**config.mk**
```make
export PLATFORM = sky130hd
export DESIGN_NAME = watch_cmp_bank
export DESIGN_NICKNAME = d
export VERILOG_FILES = /design/src/rtl/watch_cmp_pkg.sv /design/src/rtl/watch_cmp_regs.sv /design/src/rtl/watch_cmp_lane.sv /design/src/rtl/watch_cmp_link.sv /design/src/rtl/watch_cmp_bank.sv
export SDC_FILE = /design/constraint.sdc
export NUM_CORES = 1
export LEC_CHECK = 0
export BUFFER_PORTS_ARGS = -buffer_cell sky130_fd_sc_hd__buf_2
export CORE_MARGIN = 2
export CORE_UTILIZATION = 62
export DETAILED_ROUTE_END_ITERATION = 10
export MAX_ROUTING_LAYER = met4
export PLACE_DENSITY_LB_ADDON = 0.05
export SLEW_MARGIN = 20
export SYNTH_ARGS = -nofsm -noshare
export SYNTH_HDL_FRONTEND = slang
export SYNTH_SLANG_ARGS = --single-unit
export TNS_END_PERCENT = 30
```
**constraint.sdc**
```tcl
create_clock -name clk -period 5.84 [get_ports clk]
set_input_delay 0.292 -clock clk [delete_from_list [all_inputs] [get_ports clk]]
set_output_delay 0.292 -clock clk [all_outputs]
set_load 0.005 [all_outputs]
```
**src/rtl/watch_cmp_pkg.sv**
```systemverilog
package watch_cmp_pkg;

  typedef enum logic [1:0] {
    SZ_BYTE = 2'b00,
    SZ_HALF = 2'b01,
    SZ_WORD = 2'b10,
    SZ_RSVD = 2'b11
  } vsize_e;

  typedef struct packed {
    logic [3:0] link1;
    logic [3:0] link0;
    vsize_e     vsize;
    logic       emit;
    logic       cyc;
    logic       vmode;
    logic       en;
  } wctrl_t;

  // Decode a written control word; fields a build lacks are forced to zero.
  function automatic wctrl_t ctrl_from_word(logic [31:0] w, logic cyc_ok, logic link1_ok);
    wctrl_t c;
    c.en    = w[0];
    c.vmode = w[1];
    c.cyc   = w[2] & cyc_ok;
    c.emit  = w[3];
    c.vsize = vsize_e'(w[5:4]);
    c.link0 = w[11:8];
    c.link1 = link1_ok ? w[15:12] : 4'd0;
    return c;
  endfunction

  function automatic logic [31:0] ctrl_to_word(wctrl_t c, logic cap);
    logic [31:0] w;
    w        = '0;
    w[0]     = c.en;
    w[1]     = c.vmode;
    w[2]     = c.cyc;
    w[3]     = c.emit;
    w[5:4]   = c.vsize;
    w[11:8]  = c.link0;
    w[15:12] = c.link1;
    w[16]    = cap;
    return w;
  endfunction

  function automatic logic [31:0] size_mask(vsize_e s);
    case (s)
      SZ_BYTE: return 32'h0000_00FF;
      SZ_HALF: return 32'h0000_FFFF;
      SZ_WORD: return 32'hFFFF_FFFF;
      default: return 32'h0000_0000;
    endcase
  endfunction

  function automatic logic value_equal(logic [31:0] a, logic [31:0] b, vsize_e s);
    return (s != SZ_RSVD) && (((a ^ b) & size_mask(s)) == 32'd0);
  endfunction

endpackage

```
**src/rtl/watch_cmp_regs.sv**
```systemverilog
module watch_cmp_regs
  import watch_cmp_pkg::*;
#(
  parameter int N     = 4,
  parameter bit LINK2 = 1'b1,
  localparam int IW   = (N > 1) ? $clog2(N) : 1
) (
  input  logic          clk,
  input  logic          rst_n,
  input  logic          we,
  input  logic [IW-1:0] idx,
  input  logic          sel,
  input  logic [31:0]   wdata,
  output logic [31:0]   rdata,
  output wctrl_t        ctrl_o [N],
  output logic [31:0]   comp_o [N]
);

  for (genvar i = 0; i < N; i++) begin : g_ent
    localparam bit CYC_OK = (i == 0);
    wctrl_t      ctrl_q;
    logic [31:0] comp_q;

    always_ff @(posedge clk) begin
      if (!rst_n) begin
        ctrl_q <= '0;
        comp_q <= '0;
      end else if (we && (idx == IW'(i))) begin
        if (sel) ctrl_q <= ctrl_from_word(wdata, CYC_OK, LINK2);
        else     comp_q <= wdata;
      end
    end

    assign ctrl_o[i] = ctrl_q;
    assign comp_o[i] = comp_q;
  end

  always_comb begin
    rdata = '0;
    for (int i = 0; i < N; i++) begin
      if (idx == IW'(i)) rdata = sel ? ctrl_to_word(ctrl_o[i], LINK2) : comp_o[i];
    end
  end

endmodule

```
**src/rtl/watch_cmp_lane.sv**
```systemverilog
module watch_cmp_lane
  import watch_cmp_pkg::*;
#(
  parameter int AW      = 32,
  parameter int CW      = 32,
  parameter bit IS_ZERO = 1'b0
) (
  input  wctrl_t        ctrl,
  input  logic [31:0]   comp,
  input  logic          acc_valid,
  input  logic [AW-1:0] acc_addr,
  input  logic [31:0]   acc_data,
  input  logic [CW-1:0] cycle_cnt,
  output logic          addr_hit,
  output logic          val_cand,
  output logic          cyc_hit
);

  logic cyc_mode;

  assign cyc_mode = IS_ZERO && ctrl.cyc && !ctrl.vmode;
  assign addr_hit = ctrl.en && !ctrl.vmode && !cyc_mode && acc_valid
                    && (acc_addr == comp[AW-1:0]);
  assign val_cand = ctrl.en && ctrl.vmode && acc_valid
                    && value_equal(acc_data, comp, ctrl.vsize);
  assign cyc_hit  = ctrl.en && cyc_mode && (cycle_cnt == comp[CW-1:0]);

endmodule

```
**src/rtl/watch_cmp_link.sv**
```systemverilog
module watch_cmp_link #(
  parameter int N = 4
) (
  input  logic [N-1:0] addr_hits,
  input  logic [3:0]   sel,
  output logic         hit
);

  always_comb begin
    hit = 1'b0;
    for (int j = 0; j < N; j++) begin
      if (sel == 4'(j)) hit = addr_hits[j];
    end
  end

endmodule

```
**src/rtl/watch_cmp_bank.sv**
```systemverilog
module watch_cmp_bank
  import watch_cmp_pkg::*;
#(
  parameter int N     = 4,
  parameter int AW    = 32,
  parameter int CW    = 32,
  parameter bit LINK2 = 1'b1,
  localparam int IW   = (N > 1) ? $clog2(N) : 1
) (
  input  logic          clk,
  input  logic          rst_n,
  input  logic          cfg_we,
  input  logic [IW-1:0] cfg_idx,
  input  logic          cfg_sel,
  input  logic [31:0]   cfg_wdata,
  output logic [31:0]   cfg_rdata,
  input  logic          acc_valid,
  input  logic [AW-1:0] acc_addr,
  input  logic [31:0]   acc_data,
  input  logic [CW-1:0] cycle_cnt,
  output logic [N-1:0]  match_o,
  output logic          trc_valid_o,
  output logic [15:0]   trc_addr_o
);

  wctrl_t      ctrl [N];
  logic [31:0] comp [N];

  logic [N-1:0]   addr_hit, val_cand, cyc_hit, l0_ok, l1_ok, val_hit, hit, emit_hit;
  logic [N-1:0]   en_vec, vmode_vec, cyc_vec, link1_nz;
  logic [2*N-1:0] size_vec;

  watch_cmp_regs #(.N(N), .LINK2(LINK2)) regs_i (
    .clk(clk), .rst_n(rst_n), .we(cfg_we), .idx(cfg_idx), .sel(cfg_sel),
    .wdata(cfg_wdata), .rdata(cfg_rdata), .ctrl_o(ctrl), .comp_o(comp)
  );

  for (genvar i = 0; i < N; i++) begin : g_cmp
    watch_cmp_lane #(.AW(AW), .CW(CW), .IS_ZERO(i == 0)) lane_i (
      .ctrl(ctrl[i]), .comp(comp[i]), .acc_valid(acc_valid), .acc_addr(acc_addr),
      .acc_data(acc_data), .cycle_cnt(cycle_cnt),
      .addr_hit(addr_hit[i]), .val_cand(val_cand[i]), .cyc_hit(cyc_hit[i])
    );

    watch_cmp_link #(.N(N)) link0_i (.addr_hits(addr_hit), .sel(ctrl[i].link0), .hit(l0_ok[i]));
    watch_cmp_link #(.N(N)) link1_i (.addr_hits(addr_hit), .sel(ctrl[i].link1), .hit(l1_ok[i]));

    if (LINK2) begin : g_two
      assign val_hit[i] = val_cand[i] && l0_ok[i] && l1_ok[i];
    end else begin : g_one
      assign val_hit[i] = val_cand[i] && l0_ok[i];
    end

    assign hit[i]      = addr_hit[i] || val_hit[i] || cyc_hit[i];
    assign emit_hit[i] = (addr_hit[i] || val_hit[i]) && ctrl[i].emit;

    // Named views of the configuration for the checker.
    assign en_vec[i]         = ctrl[i].en;
    assign vmode_vec[i]      = ctrl[i].vmode;
    assign cyc_vec[i]        = ctrl[i].cyc;
    assign link1_nz[i]       = (ctrl[i].link1 != 4'd0);
    assign size_vec[2*i +: 2] = ctrl[i].vsize;
  end

  always_ff @(posedge clk) begin
    if (!rst_n) begin
      match_o     <= '0;
      trc_valid_o <= 1'b0;
      trc_addr_o  <= '0;
    end else begin
      match_o     <= hit;
      trc_valid_o <= |emit_hit;
      trc_addr_o  <= (|emit_hit) ? acc_addr[15:0] : 16'd0;
    end
  end

endmodule

```
Word level (Yosys, flattened, before mapping)
Cells that the tools add are included.
Widths: inputs -> output; s select.
- register bits after elaboration: 202
- bits in latches: 0
- bits in writable memories: 0
- bits in read-only memories: 0
- input bits: 135
- output and inout port bits: 53
- memories: 0
- add/sub/neg operators: 0
- multipliers: 0
- div/mod/pow operators: 0
- $lt $le $gt $ge: 0
- equal/unequal tests: 44
- shift operators: 0
- mux-type cells: 44
- bitwise operators: 9
- reductions and logical operators: 85
- operators with widths (operator ; count):
    $pmux 32 s3 ; 4
    $mux 32 ; 8
    $eq 32x32->1 ; 5
    $and 32x32->32 ; 4
    $logic_not 32->1 ; 4
    $xor 32x32->32 ; 4
    $eq 4x2->1 const B ; 16
    $logic_and 1x1->1 ; 48
    $eq 4x1->1 const B ; 8
    $logic_not 4->1 ; 8
    $mux 1 ; 32
    $reduce_and 2->1 ; 9
    $eq 2x2->1 const B ; 6
    $eq 2x1->1 const B ; 5
    $logic_not 2->1 ; 5
    $ne 2x2->1 const B ; 4
    $logic_not 1->1 ; 5
    $logic_or 1x1->1 ; 5
    $reduce_or 4->1 ; 1
    $not 1->1 ; 1

Longest topological paths before layout
- depth after elaboration: 16
- depth in mapped cells: 10
- mapped depth without buffers: 8

Hierarchy
Synthesis repeated with hierarchy kept, for this count alone.
- cell total of the unflattened synthesis: 1447
- area, all modules: 12922.4 µm²
- modules (own cells, without submodules) (module ; instances ; cells each ; area each (µm²) ; seq. area each (µm²)):
    watch_cmp_regs ; 1 ; 928 ; 8393.0 ; 3623.5
    watch_cmp_lane (g_cmp[1].lane_i ...) ; 3 ; 96 ; 787.0 ; 0.0
    watch_cmp_lane (g_cmp[0].lane_i) ; 1 ; 139 ; 1148.6 ; 0.0
    watch_cmp_bank ; 1 ; 76 ; 779.5 ; 420.4
    watch_cmp_link ; 8 ; 2 ; 30.0 ; 0.0

Worst setup path after synthesis
OpenSTA, ideal clock, no wires.
- path type: input to register
- start point: in acc_addr[22]
- end point: reg trc_addr_o[12]
- setup time: 0.066 ns
- data arrival time: 2.358 ns
- path slack: 3.416 ns
- cell stages on the path: 10
- buffers on the path: 2
- cells stage by stage: clkbuf_1 -> xnor2_1 -> nand4_1 -> nor4_2 -> nand4_2 -> or3_4 -> a2111oi_4 -> o21ai_2 -> buf_6 -> a21boi_2
- word-level cells in the longest chain between the ends: 12
- ends and longest elaborated chain (element ; line ; RTL):
    start: declaration ; watch_cmp_bank.sv:18 ; input logic [AW-1:0] acc_addr,
    $eq 32x32->1 ; watch_cmp_lane.sv:23 ; && (acc_addr == comp[AW-1:0]);
    $logic_and 1x1->1 ; watch_cmp_lane.sv:23 ;
    $mux 1 (4 in a row) ; watch_cmp_link.sv:12 ; if (sel == 4'(j)) hit = addr_hits[j];
    $logic_and 1x1->1 (2 in a row) ; watch_cmp_bank.sv:49 ; assign val_hit[i] = val_cand[i] && l0_ok[i] && l1_ok[i];
    $logic_or 1x1->1 ; watch_cmp_bank.sv:55 ; assign emit_hit[i] = (addr_hit[i] || val_hit[i]) && ctrl[i].emit;
    $logic_and 1x1->1 ; watch_cmp_bank.sv:55 ;
    $reduce_or 4->1 * ; watch_cmp_bank.sv:73 ; trc_addr_o <= (|emit_hit) ? acc_addr[15:0] : 16'd0;
    $reduce_and 2->1 (no line) * ; n/a ;
    end signal: assignment ; watch_cmp_bank.sv:73 ;
    end: declaration ; watch_cmp_bank.sv:23 ; output logic [15:0] trc_addr_o
Mark *: on every way between the ends. The rest lies on a longest branch, timed or not.
A chain may end at the register's enable or synchronous reset.

Worst setup path after layout
- start point: reg regs_i.g_ent[3].comp_q[15]
- end point: reg trc_addr_o[8]
- word-level cells in the longest chain between the ends: 11
- ends and longest elaborated chain (element ; line ; RTL):
    start: declaration ; watch_cmp_regs.sv:22 ; logic [31:0] comp_q;
    start signal: assignment ; watch_cmp_regs.sv:30 ; else comp_q <= wdata;
    $xor 32x32->32 ; watch_cmp_pkg.sv:57 ; return (s != SZ_RSVD) && (((a ^ b) & size_mask(s)) == 32'd0);
    $and 32x32->32 ; watch_cmp_pkg.sv:57 ;
    $logic_not 32->1 ; watch_cmp_pkg.sv:57 ;
    $logic_and 1x1->1 ; watch_cmp_pkg.sv:57 ;
    $logic_and 1x1->1 ; watch_cmp_lane.sv:25 ; && value_equal(acc_data, comp, ctrl.vsize);
    $logic_and 1x1->1 (2 in a row) ; watch_cmp_bank.sv:49 ;
    $logic_or 1x1->1 ; watch_cmp_bank.sv:55 ;
    $logic_and 1x1->1 ; watch_cmp_bank.sv:55 ;
    $reduce_or 4->1 * ; watch_cmp_bank.sv:73 ;
    $reduce_and 2->1 (no line) * ; n/a ;
Marks and branches as above.

==> flow_summary.yaml <==
run_status:
  status: "finished clean"
worst_setup_path:
  cp_max_fo: 17
  r2r_end: "trc_addr_o[8]"
  r2r_start: "regs_i.g_ent[3].comp_q[15]"
  cp_slowest_stage_delay_ns: 0.57
  required_ns: 6.27
  crit_chain: "xor2_1 > nor4_1 > nand4_1 > nor3_2 > o21ai_0 > a2111oi_4 > o21ai_2 > a21boi_1"
  end_kind: "register"
  r2r_slack_ns: 2.41
  rr_worst_depth: 8
  critical_path.startpoint_type: "register"
  crit_family: "compound AO/OA/AOI/OAI gates"
  arrival_ns: 3.86
  criticalPathCategory: "register to register"
  cp.buffers_inverters: 0
  cp_slowest_cell: "dfxtp_1"
worst_hold_path:
  hold_depth: 3
  min-delay-start: "cfg_wdata[22]"
  min_delay_worst_endpoint: "regs_i.g_ent[3].comp_q[22]"
  hp-class: "primary input to register"
synth:
  synth_area_leaders: "dfxtp_1 (33%), xor2_1 (14%), nand2_1 (11%)"
  avgSynthCellArea_um2: 8.34
  ys_ff_latch: 202
  synth.largest_area_cell: "dfxtp_1"
  synth.yosys.seq_area_share_pct: 33.1
  yosys_warnings: 0
  syn_inst: 1466
  synth_flop_cell: "dfxtp_1"
  synth_top_cell_area_share_pct: 33.1
  synth_edf_count: 0
  synth_fp_nets: 1613
  synthArstFlopShare_pct: 0
  syn_area_um2: 12200
  yosysUniqueCellTypes: 60
sta:
  max_freq_mhz: 292
  max-slew-margin-rel_pct: 25.9
  fin_crit_ns: 3.43
  rsz0062_at_grt: "false"
  finalSetupViolations: 0
  worst_pin_slew_ns: 1.11
  fin_crit_sh_pct: 58.7
  maxSlewViolCount: 0
  finClkSkew_ns: 0.0176
  tns_ns: 0
  hold_viol: 0
power_and_ir_drop:
  pwr-share-comb_pct: 13.6
  vdd_drop_max_mv: 0.257
  power_density_nw_per_um2: 237
  swShare_pct: 28.4
  p_sw_w: 0.000931
  p_int_w: 0.00234
  power_frac_seq_pct: 44.5
  clkPwrFrac_pct: 41.8
  leakagePower_nw: 5.46
global_route:
  antenna_found_initial: 0
  grt_pass1_wl_mm: 73.2
  grt_pass1_vias: 11400
  grt_max_degree: 97
  overflow: 0
  grt.total_usage_pct: 50.0
clock_network:
  cts_tree: "built"
  cts_resized: 0
  clkTransAtPathRegs_ns: 0.07
  cts_buffer_depth: 3
  cts_hold_buffers: 0
  clock_latency_ns: 0.53
  htree_levels: 1
  cts_made_buffers: 22
  post_cts_buffers: 0
  clock-sinks: 202
  clockRootBuffer: "clkbuf_16"
route:
  vias: 12300
  wirelength_mm: 51.7
  first_iter_violations: 1640
  antenna_left: 0
  via_per_inst: 6.63
  routedWlPerCell_um: 27.8
  drcViolationCount: 0
  dr.pass1.iters: 5
floorplanning:
  io_pins: 188
  dieArea_um2: 20800
  die_x_um: 144
  rows: 51
  initial_core_util_pct: 63.0
  die_h_um: 144
  core-area_um2: 19400
cells_and_area:
  final_cell_mix: "nand2_1 (371), dfxtp_1 (202), xor2_1 (199)"
  final_common_cell: "nand2_1"
  utilization_pct: 71.3
  final_area_um2: 13800
  drive_gt1_share_pct: 19.9
  stdcell_count: 1860
  num_antenna_cells: 0
  fillers: 1521
  area_growth_pct: 13.2
  nets: 1730
place:
  place_area_um2: 13100
  dp.cells: 1824
  dp_hpwl_mm: 37.5
  gp_congestion: 1.08
  port-buffer-count: 187
job:
  maxCapViolCount: 0
==> cell usage after synthesis, types with 2 or more instances <==
cell type / number
a2111o_1: 2
a2111oi_0: 3
a21boi_0: 2
a21boi_1: 7
a21boi_2: 8
a21oi_1: 198
a31oi_1: 3
buf_1: 7
buf_2: 8
buf_6: 4
clkbuf_1: 71
clkbuf_2: 13
dfxtp_1: 202
ha_1: 12
inv_1: 14
inv_2: 2
mux2_2: 13
mux4_2: 44
nand2_1: 374
nand2b_1: 3
nand3_1: 12
nand4_1: 29
nor2_1: 20
nor2b_1: 23
nor3_1: 7
nor3_2: 2
nor3b_1: 3
nor4_1: 56
nor4_2: 2
nor4b_1: 3
o2111ai_1: 2
o221ai_1: 2
o22ai_1: 2
or2_2: 2
or3_1: 2
xnor2_1: 87
xor2_1: 199
==> cells by family (layout without fill, tap and decap cells) <==
kind of cell	after synthesis	in the layout	share of synthesized area (%)
flops	202	202	33.1
buf+inv	120	249	4.18
xor+xnor	286	286	20.5
compound gates	244	244	11.6
simple gates	545	545	20.1
fa+ha+maj	12	12	1.23
mux	57	57	9.31
==> metal layers <==
metal | wire (µm) | vias up | track usage, %
met1 | 19100 | 5805 | 66.4
met4 | 3170 | 0 | 23.5
li1 | - | 5208 | -
met5 | 0 | - | -
met3 | 7460 | 218 | 11.4
met2 | 22000 | 1099 | 72.6
==> power by group through the flow <==
stage / Combinational (W) / Clock [W] / Sequential, W
2_1_floorplan: 0.000252 / 0 / 0.00146
3_3_place_gp: 0.000422 / 0 / 0.00148
3_5_place_dp: 0.000424 / 0 / 0.00148
4_1_cts: 0.000428 / 0.00136 / 0.00145
5_1_grt: 0.000462 / 0.00141 / 0.00146
6_report: 0.000446 / 0.00137 / 0.00146
==> metrics by stage <==
stage / power (W) / hold WS, ns / setup WS [ns]
finish: 0.00327 / 0.0361 / 2.41
global route: 0.00332 / 0.0546 / 2.33
CTS: 0.00324 / 0.0334 / 2.61
detailed placement: 0.00191 / 0.468 / 2.59
global placement: 0.00190 / 0.457 / 2.63
floorplan: 0.00171 / 0.428 / 3.42
==> sequential cells by signal (all words and copies together), names as in the netlist <==
| register | cells |
|---|---|
| regs_i.g_ent.comp_q | 128 |
| regs_i.ctrl_o | 53 |
| trc_addr_o | 16 |
| match_o | 4 |
| trc_valid_o | 1 |
==> how the worst max path moves through the flow <==
stage                                 to  slack, ns  cells after the start                       start
after floorplan           trc_addr_o[12]       3.42                     10                acc_addr[22]
after global placement     trc_addr_o[3]       2.63                      9                acc_addr[13]
after detailed placement   trc_addr_o[8]       2.59                      9                acc_addr[13]
after CTS                  trc_addr_o[8]       2.61                      8  regs_i.g_ent[0].comp_q[29]
after global routing       trc_addr_o[8]       2.33                      8  regs_i.g_ent[3].comp_q[10]
final                      trc_addr_o[8]       2.41                      8  regs_i.g_ent[3].comp_q[15]
==> worst min-delay path, cell delays in order <==
cell     delay, ns
buf_2         0.12
nand2_1       0.05
a21oi_1       0.05
==> final cells by class <==
type / instances / area [µm²] / share of cell area [%]
Multi-Input combinational cell: 1144 / 7690 / 55.6
Clock inverter: 8 / 80.1 / 0.579
Tap cell: 265 / 332 / 2.40
Inverter: 16 / 62.6 / 0.452
Timing Repair Buffer: 197 / 1010 / 7.33
Clock buffer: 28 / 604 / 4.37
Sequential cell: 202 / 4040 / 29.2
No activity file was read; power rests on OpenSTA's default activity.
